$ cat src/rtl/dmaPkg.sv
package dmaPkg;

  // direction codes
  localparam logic [1:0] DIR_P2M = 2'd0;
  localparam logic [1:0] DIR_M2P = 2'd1;
  localparam logic [1:0] DIR_M2M = 2'd2;

  // width codes
  localparam logic [1:0] WID_BYTE = 2'd0;
  localparam logic [1:0] WID_HALF = 2'd1;
  localparam logic [1:0] WID_WORD = 2'd2;

  typedef enum logic [1:0] {
    ST_IDLE,
    ST_WAIT,
    ST_READ,
    ST_WRITE
  } streamStateE;

  // strobes from control to datapath
  typedef struct packed {
    logic load;     // latch configuration
    logic capture;  // latch read data
    logic advance;  // item done: step addresses, count down
    logic reload;   // circular wrap
    logic useDst;   // drive destination address on bus
  } ctlStrobesT;

endpackage

$ cat src/rtl/dmaReqMux.sv
module dmaReqMux #(
  parameter int NUM_CH = 8,
  parameter int CH_W   = (NUM_CH > 1) ? $clog2(NUM_CH) : 1
) (
  input  logic [NUM_CH-1:0] reqLines,
  input  logic [CH_W-1:0]   chanSel,
  output logic              reqSel
);

  logic [NUM_CH-1:0] hitVec;

  // one-hot decode of the channel select, gated by its request line
  for (genvar gi = 0; gi < NUM_CH; gi++) begin : g_chan
    assign hitVec[gi] = reqLines[gi] && (chanSel == CH_W'(gi));
  end

  assign reqSel = |hitVec;

endmodule

$ cat src/rtl/dmaDatapath.sv
module dmaDatapath
  import dmaPkg::*;
#(
  parameter int ADDR_W = 32,
  parameter int DATA_W = 32,
  parameter int CNT_W  = 16,
  parameter int CH_W   = 3
) (
  input  logic              clk,
  input  logic              rstN,
  input  ctlStrobesT        strb,
  input  logic [ADDR_W-1:0] cfgSrcAddr,
  input  logic [ADDR_W-1:0] cfgDstAddr,
  input  logic [CNT_W-1:0]  cfgCount,
  input  logic [1:0]        cfgWidth,
  input  logic [1:0]        cfgDir,
  input  logic              cfgSrcInc,
  input  logic              cfgDstInc,
  input  logic              cfgCircular,
  input  logic [CH_W-1:0]   cfgChanSel,
  input  logic [1:0]        cfgPriority,
  input  logic [DATA_W-1:0] busRdata,
  output logic [ADDR_W-1:0] busAddr,
  output logic [DATA_W-1:0] busWdata,
  output logic [1:0]        busSize,
  output logic [1:0]        busPriority,
  output logic [1:0]        latDir,
  output logic              latCirc,
  output logic [CH_W-1:0]   latChan,
  output logic              lastItem,
  output logic              halfHit
);

  localparam logic [CNT_W-1:0] ONE_CNT = CNT_W'(1);

  logic [ADDR_W-1:0] baseSrc, baseDst, curSrc, curDst;
  logic [CNT_W-1:0]  total, remain, halfPoint, movedNext;
  logic [DATA_W-1:0] dataReg, widthMask;
  logic [ADDR_W-1:0] stepSize;
  logic [1:0]        latWidth, latPrio;
  logic              latSrcInc, latDstInc;

  always_comb begin
    case (latWidth)
      WID_BYTE: begin stepSize = ADDR_W'(1); widthMask = DATA_W'(8'hFF);    end
      WID_HALF: begin stepSize = ADDR_W'(2); widthMask = DATA_W'(16'hFFFF); end
      default:  begin stepSize = ADDR_W'(4); widthMask = '1;                end
    endcase
  end

  assign halfPoint = total >> 1;
  assign movedNext = total - remain + ONE_CNT;
  assign halfHit   = (halfPoint != '0) && (movedNext == halfPoint);
  assign lastItem  = (remain == ONE_CNT);

  // configuration latch
  always_ff @(posedge clk or negedge rstN) begin
    if (!rstN) begin
      baseSrc   <= '0;
      baseDst   <= '0;
      total     <= '0;
      latWidth  <= WID_BYTE;
      latDir    <= DIR_P2M;
      latSrcInc <= 1'b0;
      latDstInc <= 1'b0;
      latCirc   <= 1'b0;
      latChan   <= '0;
      latPrio   <= '0;
    end else if (strb.load) begin
      baseSrc   <= cfgSrcAddr;
      baseDst   <= cfgDstAddr;
      total     <= cfgCount;
      latWidth  <= cfgWidth;
      latDir    <= cfgDir;
      latSrcInc <= cfgSrcInc;
      latDstInc <= cfgDstInc;
      latCirc   <= cfgCircular;
      latChan   <= cfgChanSel;
      latPrio   <= cfgPriority;
    end
  end

  // running addresses and item count
  always_ff @(posedge clk or negedge rstN) begin
    if (!rstN) begin
      curSrc <= '0;
      curDst <= '0;
      remain <= '0;
    end else if (strb.load) begin
      curSrc <= cfgSrcAddr;
      curDst <= cfgDstAddr;
      remain <= cfgCount;
    end else if (strb.reload) begin
      curSrc <= baseSrc;
      curDst <= baseDst;
      remain <= total;
    end else if (strb.advance) begin
      if (latSrcInc) curSrc <= curSrc + stepSize;
      if (latDstInc) curDst <= curDst + stepSize;
      remain <= remain - ONE_CNT;
    end
  end

  always_ff @(posedge clk or negedge rstN) begin
    if (!rstN)             dataReg <= '0;
    else if (strb.capture) dataReg <= busRdata & widthMask;
  end

  assign busAddr     = strb.useDst ? curDst : curSrc;
  assign busWdata    = dataReg;
  assign busSize     = latWidth;
  assign busPriority = latPrio;

endmodule

$ cat src/rtl/dmaCtrl.sv
module dmaCtrl
  import dmaPkg::*;
#(
  parameter int PEND_W = 4
) (
  input  logic       clk,
  input  logic       rstN,
  input  logic       start,
  input  logic       halt,
  input  logic       countNonZero,
  input  logic       reqSel,
  input  logic [1:0] latDir,
  input  logic       latCirc,
  input  logic       lastItem,
  input  logic       halfHit,
  input  logic       busReady,
  input  logic       busErr,
  input  logic [2:0] clearFlags,
  output ctlStrobesT strb,
  output logic       busValid,
  output logic       busWrite,
  output logic       busy,
  output logic       halfFlag,
  output logic       doneFlag,
  output logic       errFlag
);

  localparam logic [PEND_W-1:0] PEND_MAX = '1;
  localparam logic [PEND_W-1:0] PEND_ONE = PEND_W'(1);

  streamStateE state, nextState;
  logic enable, enClr;
  logic [PEND_W-1:0] pending;
  logic isM2m, reqHit, takeReq;
  logic halfSet, doneSet, errSet;

  assign isM2m  = latDir[1];
  assign reqHit = reqSel && enable && !isM2m && (state != ST_IDLE) && (pending != PEND_MAX);
  assign busy   = (state != ST_IDLE);

  always_comb begin
    strb      = '0;
    busValid  = 1'b0;
    busWrite  = 1'b0;
    nextState = state;
    takeReq   = 1'b0;
    enClr     = 1'b0;
    halfSet   = 1'b0;
    doneSet   = 1'b0;
    errSet    = 1'b0;
    case (state)
      ST_IDLE: begin
        if (start && countNonZero) begin
          strb.load = 1'b1;
          nextState = ST_WAIT;
        end
      end
      ST_WAIT: begin
        if (!enable) begin
          nextState = ST_IDLE;
        end else if (isM2m || (pending != '0)) begin
          takeReq   = !isM2m;
          nextState = ST_READ;
        end
      end
      ST_READ: begin
        busValid = 1'b1;
        if (busReady) begin
          if (busErr) begin
            errSet    = 1'b1;
            enClr     = 1'b1;
            nextState = ST_IDLE;
          end else begin
            strb.capture = 1'b1;
            nextState    = ST_WRITE;
          end
        end
      end
      ST_WRITE: begin
        busValid    = 1'b1;
        busWrite    = 1'b1;
        strb.useDst = 1'b1;
        if (busReady) begin
          if (busErr) begin
            errSet    = 1'b1;
            enClr     = 1'b1;
            nextState = ST_IDLE;
          end else begin
            strb.advance = 1'b1;
            halfSet      = halfHit;
            nextState    = ST_WAIT;
            if (lastItem) begin
              doneSet = 1'b1;
              if (latCirc) begin
                strb.reload = 1'b1;
              end else begin
                enClr     = 1'b1;
                nextState = ST_IDLE;
              end
            end
          end
        end
      end
      default: nextState = ST_IDLE;
    endcase
  end

  always_ff @(posedge clk or negedge rstN) begin
    if (!rstN) begin
      state  <= ST_IDLE;
      enable <= 1'b0;
    end else begin
      state <= nextState;
      if (strb.load)          enable <= 1'b1;
      else if (enClr || halt) enable <= 1'b0;
    end
  end

  // pending request counter
  always_ff @(posedge clk or negedge rstN) begin
    if (!rstN) begin
      pending <= '0;
    end else if (strb.load) begin
      pending <= '0;
    end else begin
      case ({reqHit, takeReq})
        2'b10:   pending <= pending + PEND_ONE;
        2'b01:   pending <= pending - PEND_ONE;
        default: pending <= pending;
      endcase
    end
  end

  // sticky flags with write-one-to-clear
  always_ff @(posedge clk or negedge rstN) begin
    if (!rstN) begin
      halfFlag <= 1'b0;
      doneFlag <= 1'b0;
      errFlag  <= 1'b0;
    end else begin
      halfFlag <= halfSet || (halfFlag && !clearFlags[0]);
      doneFlag <= doneSet || (doneFlag && !clearFlags[1]);
      errFlag  <= errSet  || (errFlag  && !clearFlags[2]);
    end
  end

endmodule

$ cat src/rtl/dmaStream.sv
module dmaStream
  import dmaPkg::*;
#(
  parameter int ADDR_W = 32,
  parameter int DATA_W = 32,
  parameter int CNT_W  = 16,
  parameter int NUM_CH = 8,
  parameter int PEND_W = 4,
  localparam int CH_W  = (NUM_CH > 1) ? $clog2(NUM_CH) : 1
) (
  input  logic              clk,
  input  logic              rstN,
  input  logic              start,
  input  logic              halt,
  input  logic [ADDR_W-1:0] cfgSrcAddr,
  input  logic [ADDR_W-1:0] cfgDstAddr,
  input  logic [CNT_W-1:0]  cfgCount,
  input  logic [1:0]        cfgWidth,
  input  logic [1:0]        cfgDir,
  input  logic              cfgSrcInc,
  input  logic              cfgDstInc,
  input  logic              cfgCircular,
  input  logic [CH_W-1:0]   cfgChanSel,
  input  logic [1:0]        cfgPriority,
  input  logic [NUM_CH-1:0] periphReq,
  input  logic [2:0]        clearFlags,
  output logic              busValid,
  output logic              busWrite,
  output logic [ADDR_W-1:0] busAddr,
  output logic [DATA_W-1:0] busWdata,
  output logic [1:0]        busSize,
  output logic [1:0]        busPriority,
  input  logic              busReady,
  input  logic [DATA_W-1:0] busRdata,
  input  logic              busErr,
  output logic              busy,
  output logic              halfFlag,
  output logic              doneFlag,
  output logic              errFlag
);

  ctlStrobesT      strb;
  logic [1:0]      latDir;
  logic            latCirc, lastItem, halfHit, reqSel;
  logic [CH_W-1:0] latChan;

  dmaReqMux #(.NUM_CH(NUM_CH), .CH_W(CH_W)) i_reqMux (
    .reqLines (periphReq),
    .chanSel  (latChan),
    .reqSel   (reqSel)
  );

  dmaCtrl #(.PEND_W(PEND_W)) i_ctrl (
    .clk          (clk),
    .rstN         (rstN),
    .start        (start),
    .halt         (halt),
    .countNonZero (cfgCount != '0),
    .reqSel       (reqSel),
    .latDir       (latDir),
    .latCirc      (latCirc),
    .lastItem     (lastItem),
    .halfHit      (halfHit),
    .busReady     (busReady),
    .busErr       (busErr),
    .clearFlags   (clearFlags),
    .strb         (strb),
    .busValid     (busValid),
    .busWrite     (busWrite),
    .busy         (busy),
    .halfFlag     (halfFlag),
    .doneFlag     (doneFlag),
    .errFlag      (errFlag)
  );

  dmaDatapath #(.ADDR_W(ADDR_W), .DATA_W(DATA_W), .CNT_W(CNT_W), .CH_W(CH_W)) i_dp (
    .clk         (clk),
    .rstN        (rstN),
    .strb        (strb),
    .cfgSrcAddr  (cfgSrcAddr),
    .cfgDstAddr  (cfgDstAddr),
    .cfgCount    (cfgCount),
    .cfgWidth    (cfgWidth),
    .cfgDir      (cfgDir),
    .cfgSrcInc   (cfgSrcInc),
    .cfgDstInc   (cfgDstInc),
    .cfgCircular (cfgCircular),
    .cfgChanSel  (cfgChanSel),
    .cfgPriority (cfgPriority),
    .busRdata    (busRdata),
    .busAddr     (busAddr),
    .busWdata    (busWdata),
    .busSize     (busSize),
    .busPriority (busPriority),
    .latDir      (latDir),
    .latCirc     (latCirc),
    .latChan     (latChan),
    .lastItem    (lastItem),
    .halfHit     (halfHit)
  );

endmodule

$ cat config.mk
export PLATFORM = sky130hd
export DESIGN_NAME = dmaStream
export DESIGN_NICKNAME = d
export VERILOG_FILES = /design/src/rtl/dmaPkg.sv /design/src/rtl/dmaReqMux.sv /design/src/rtl/dmaDatapath.sv /design/src/rtl/dmaCtrl.sv /design/src/rtl/dmaStream.sv
export SDC_FILE = /design/constraint.sdc
export NUM_CORES = 1
export LEC_CHECK = 0
export BUFFER_PORTS_ARGS = -buffer_cell sky130_fd_sc_hd__buf_2
export CAP_MARGIN = 5
export CORE_MARGIN = 3
export CORE_UTILIZATION = 33
export CTS_CLUSTER_SIZE = 20
export DETAILED_ROUTE_END_ITERATION = 8
export GPL_TIMING_DRIVEN = 0
export PLACE_DENSITY = 0.62
export SETUP_SLACK_MARGIN = 0.02
export SKIP_CTS_REPAIR_TIMING = 1
export SLEW_MARGIN = 0
export SYNTH_ARGS = -nofsm -noshare
export SYNTH_HDL_FRONTEND = slang
export SYNTH_HIERARCHICAL = 1
export SYNTH_SLANG_ARGS = --single-unit
$ cat constraint.sdc
create_clock -name clk -period 4.36 [get_ports clk]
set_input_delay 1.308 -clock clk [delete_from_list [all_inputs] [get_ports clk]]
set_output_delay 1.308 -clock clk [all_outputs]
set_load 0.05 [all_outputs]
==> reports/qor.yml, run 1 <==
p_int_mw: 6.84
p_seq_frac: 0.294
cts_max_path_buffers: 3
clock_latency_ps: 550
path_max_fanout: 10
dr_total_vias: 11400
htreeDepth: 1
grt_usage: 0.212
fin_crit_ps: 4130
whs_endpoint: "i_dp/busWdata[0]"
ff2ff_setup_slack_ps: 230
placedInstanceArea_mm2: 0.0145
status: "finished clean"
dp_cells: 2065
drt-wirelength-per-cell_um: 20.9
startpoint: "i_dp/busSize[1]"
p_comb_frac: 0.520
cts_tree: "built"
drc: 0
crit_arrival_ps: 4610
antenna_found_initial: 2
power.ir.vdd_worst_v: 0.000526
dpl.hpwl_um: 33200
min_path_cells: 1
worstReg2RegEnd: "i_dp/curDst[30]"
switching_power_mw: 6.02
pwr-share-clk: 0.186
fin_crit_sh: 0.948
finClkSkew_ps: 14.5
r2r_cells: 13
overflow: 0
rows: 71
crit_path_top_delay_cell: "or3_1"
drv_cap: 0
grt_max_degree: 88
synthToLayoutAreaGrowth_pct: 21.6
drtIter0Drc: 1006
drive_above_1_share: 0.254
cp_top_family: "simple AND/OR/NAND/NOR gates"
reg2reg_from: "i_dp/busSize[1]"
synthCells: 1339
final_util: 0.409
synth_area_mm2: 0.0127
crit_path_start_kind: "flop"
design.core.area_mm2: 0.0378
hold_violations: 0
cellPowerDensity_mw_per_mm2: 834
slowest_delay_ps: 510
max_freq_ghz: 0.242
cp.required_ps: 4830
dieWidth_um: 202
swShare: 0.468
syn-num-nets: 1523
worst_pin_slew_ps: 907
p_leak_nw: 6.76
rsz0062_at_grt: "false"
hold_path_class: "reg2reg"
critPathKind: "reg2reg"
setup_tns_ps: 0
die_height_um: 202
hold_start: "i_dp/busWdata[0]"
start_util: 0.336
path_buf_inv: 3
grt_pass1_vias: 11500
antenna_left: 0
cts.clk_slew.worst_paths_ps: 60
path_cells: "clkbuf_1 -> nor2_4 -> ha_1 -> inv_1 -> fa_1 -> nor2b_1 -> o2111ai_1 -> or3_1 -> clkbuf_1 -> nor2_1 -> mux2i_1 -> mux2i_1 -> a21oi_1"
ioPinCount: 215
yosys_warnings: 6
slew_viol_final: 0
ctsRootBufferMaster: "clkbuf_16"
crit_path_end_kind: "flop"
totalWireLength_um: 44200
setup_viol: 0
portBuffers: 213
holdWs_ps: 498
fin_nets: 1766
firstDrtPassIters: 5
cts_inserted_buffers: 27
syn_avg_cell_area_um2: 9.48
fin_cells: 2114
gp_congestion: 0.908
grt_pass1_wl_um: 68200
die_area_mm2: 0.0409
final_area_mm2: 0.0154
cts_sinks: 213
slew_headroom: 0.380
vias_per_cell: 5.41
how the worst max path moves through the flow:
stage | depth (start not counted) | slack (ps) | end
final | 13 | 230 | i_dp/curDst[30]
after global routing | 13 | 40 | i_dp/curDst[30]
after CTS | 13 | -260 | i_dp/curDst[30]
after detailed placement | 11 | -690 | i_dp/curDst[23]
after global placement | 1 | -1920 | i_dp/latCirc
after floorplan | 11 | 420 | i_ctrl/pending[3]
cells in the final DEF (no fill, tap or decap), types with 21 or more instances in the layout:
master / n
nand2_1: 147
o21ai_0: 138
inv_1: 86
nor4_1: 21
mux2i_1: 26
clkbuf_16: 27
ha_1: 39
o211ai_1: 22
clkbuf_1: 68
mux2_2: 111
xor2_1: 21
nor2_1: 67
a21oi_1: 62
xnor2_1: 32
dfrtp_1: 213
nand3_1: 31
buf_2: 213
state kept, by name, indices dropped and copies added, names as in the netlist, 4 cells and up:
register and flops:
i_ctrl/pending 4, i_dp/curDst 32, i_dp/curSrc 32, i_dp/baseSrc 32
i_dp/total 16, i_dp/remain 16, i_dp/baseDst 32, i_dp/busWdata 32
final cells by class:
cell class	instances	area, um2
Antenna cell	2	5.00
Buffer	79	338
Clock buffer	40	795
Clock inverter	8	150
Fill cell	3785	22300
Inverter	86	323
Multi-Input combinational cell	960	6720
Sequential cell	213	5330
Tap cell	511	639
Timing Repair Buffer	215	1130
metal layers:
layer / global-route usage / vias to the layer above / share of wire
met4: 0.0601 / 0 / 0.025
met2: 0.354 / 406 / 0.48
li1: - / 5337 / -
met3: 0.0324 / 65 / 0.064
met1: 0.286 / 5621 / 0.43
met5: 0 / - / 0
power by group through the flow:
stage	clock, mW	sequential, mW	combinational, mW
final	2.39	3.79	6.69
after floorplan	0	4.12	4.46
after global routing	2.52	3.93	7.32
after global placement	0	3.75	6.53
after CTS	2.44	3.76	6.68
after detailed placement	0	3.79	6.64
through the flow:
stage / worst slack, ps / total power, mW
5_1_grt: 41.8 / 13.8
4_1_cts: -262 / 12.9
6_report: 225 / 12.9
2_1_floorplan: 423 / 8.58
3_5_place_dp: -691 / 10.4
3_3_place_gp: -1920 / 10.3
Power figures use the tool's default switching activity.
==> inputs of run 2 (changes only) <==
CELL_PAD_IN_SITES_DETAIL_PLACEMENT = 1   (was not set)
CELL_PAD_IN_SITES_GLOBAL_PLACEMENT = 1   (was not set)
PLACE_DENSITY = 0.74   (was 0.62)
==> run 2 against run 1 <==
  * Utilization fell by 0.35 points
  * Sequential cell count stayed put
  * Count of clock-buffer cells in the layout grew 2
  * First-iteration DRC count decreased by 20%
  * Critical path depth fell by 2
  * Critical path type is now in2reg
  * Critical endpoint unchanged
==> reports/qor.yml, run 2 (synthesis gave the netlist of run 1 again) <==
status: "finished clean"
min_path_cells: 1  # unchanged
synthToLayoutAreaGrowth_pct: 20.5
r2r_cells: 10  # -3
placedInstanceArea_mm2: 0.0144  # -0.19%
antenna_left: 0  # unchanged
cts_sinks: 213  # unchanged
dr_total_vias: 11800  # +2.9%
crit_path_end_kind: "flop"
drtIter0Drc: 801  # -20%
slowest_delay_ps: 660  # +150 ps
hold_violations: 0  # unchanged
finClkSkew_ps: 24.3  # +9.85 ps
grt_usage: 0.229  # +0.0170
rows: 71  # unchanged
final_area_mm2: 0.0153  # -0.86%
cp_top_family: "buffers and inverters"
die_height_um: 202  # unchanged
reg2reg_from: "i_dp/remain[4]"
crit_arrival_ps: 4580  # -30 ps
dpl.hpwl_um: 35400  # +6.5%
grt_max_degree: 114  # +30%
hold_start: "i_dp/baseDst[8]"
fillers: 4397  # +16%
drv_cap: 0  # unchanged
cts_max_path_buffers: 3  # unchanged
power.ir.vdd_worst_v: 0.000502  # -4.5%
crit_path_start_kind: "primary input"
fin_crit_sh: 0.941  # -0.00754
drive_above_1_share: 0.257  # +0.00314
drc: 0  # unchanged
crit_path_top_delay_cell: "buf_1"
die_area_mm2: 0.0409  # unchanged
critPathKind: "in2reg"
cts_tree: "built"
ioPinCount: 215  # unchanged
path_cells: "buf_2 -> nor4_1 -> nand4_1 -> nand3_1 -> inv_1 -> clkbuf_1 -> inv_1 -> clkbuf_1 -> buf_1 -> o22ai_1 -> a21oi_1"
firstDrtPassIters: 5  # unchanged
slew_viol_final: 0  # unchanged
max_freq_ghz: 0.244  # +0.80%
vias_per_cell: 5.58  # +3.1%
dieWidth_um: 202  # unchanged
p_leak_nw: 6.71  # -0.66%
worst_pin_slew_ps: 1040  # +129 ps
grt_pass1_vias: 12400  # +8.2%
hold_path_class: "reg2reg"
cellPowerDensity_mw_per_mm2: 833  # about the same
ctsRootBufferMaster: "clkbuf_16"
worstReg2RegEnd: "i_dp/curDst[22]"
gp_congestion: 0.872  # -4.0%
fin_crit_ps: 4100  # -32.9 ps
cts_inserted_buffers: 26  # -3.7%
design.core.area_mm2: 0.0378  # unchanged
overflow: 0  # unchanged
path_max_fanout: 10  # unchanged
ff2ff_setup_slack_ps: 320  # +90 ps
cts.clk_slew.worst_paths_ps: 60  # about the same
whs_endpoint: "i_dp/baseDst[8]"
totalWireLength_um: 47500  # +7.6%
path_buf_inv: 6  # +3
rsz0062_at_grt: "false"
holdWs_ps: 505  # +6.78 ps
portBuffers: 213  # unchanged
antenna_found_initial: 2  # unchanged
clock_latency_ps: 560  # about the same
cp.required_ps: 4840  # about the same
grt_pass1_wl_um: 73600  # +8.0%
drt-wirelength-per-cell_um: 22.5  # +7.8%
htreeDepth: 1  # unchanged
slew_headroom: 0.309  # -0.0707
start_util: 0.336  # unchanged
setup_viol: 0  # unchanged
fin_nets: 1764  # -0.11%
layout_common_cells: "213 x dfrtp_1, 213 x buf_2, 147 x nand2_1"
==> run 2: changes by cell type in the layout (fill, tap and decap cells not counted), moves of 3 or more <==
cell	delta
clkbuf_1	-3
bufinv_16	-4
clkbuf_2	+9
buf_1	-4
==> run 2: final cells by class <==
type / instances / area [um2] / area share
Inverter: 86 / 323 / 0.0211
Timing Repair Buffer: 214 / 1100 / 0.0721
Clock buffer: 42 / 791 / 0.0517
Antenna cell: 1 / 2.50 / 0.000164
Sequential cell: 213 / 5330 / 0.348
Tap cell: 511 / 639 / 0.0418
Multi-Input combinational cell: 960 / 6730 / 0.440
Clock inverter: 3 / 26.3 / 0.00172
Buffer: 79 / 349 / 0.0228
==> run 2: metrics by stage <==
stage	setup TNS [ps]	cells	setup slack (ps)	power (mW)	utilization
final	0	2109	258	12.7	0.405
after global routing	0	2109	39.1	13.7	0.405
after detailed placement	-45540	2064	-977	10.6	0.382
after CTS	-9300	2109	-417	12.8	0.404
after floorplan	0	1339	423	8.58	-
after global placement	-471940	2063	-2050	10.3	0.381
==> run 2: worst register-to-register path, cell delays in order, from the launching register on <==
cell and delay (ps):
dfrtp_1 410, or4_1 600, nor3_1 360, and4b_1 370
and3_1 310, or2_2 160, clkbuf_1 450, buf_1 570
nor2_1 110, a222oi_1 420, o2bb2ai_1 140
==> run 2: report_power, final <==
part	internal [mW]	leakage (nW)	switching (mW)
Combinational	2.46	3.69	4.33
Clock	1.23	0.402	0.886
Sequential	2.90	2.62	0.942
Total	6.59	6.71	6.16
==> run 2: worst max path at each step <==
| stage | start | to | slack (ps) | cells past startpoint |
|---|---|---|---|---|
| 6_report | cfgCount[4] | i_dp/curDst[30] | 260 | 11 |
| 5_1_grt | cfgCount[4] | i_dp/curDst[16] | 40 | 11 |
| 4_1_cts | cfgCount[0] | i_dp/curSrc[13] | -420 | 11 |
| 3_5_place_dp | cfgCount[0] | i_dp/curSrc[13] | -980 | 11 |
| 3_3_place_gp | rstN | i_dp/remain[6] | -2050 | 1 |
| 2_1_floorplan | periphReq[3] | i_ctrl/pending[3] | 420 | 11 |
==> run 2: metal layers <==
layer | part of all wire | vias to the layer above | GRT usage | wire length [um]
li1 | - | 5331 | - | -
met1 | 0.42 | 5917 | 0.302 | 20100
met2 | 0.48 | 424 | 0.382 | 22600
met3 | 0.072 | 86 | 0.0430 | 3400
met4 | 0.029 | 2 | 0.0703 | 1380
met5 | 0.00027 | - | 0 | 13
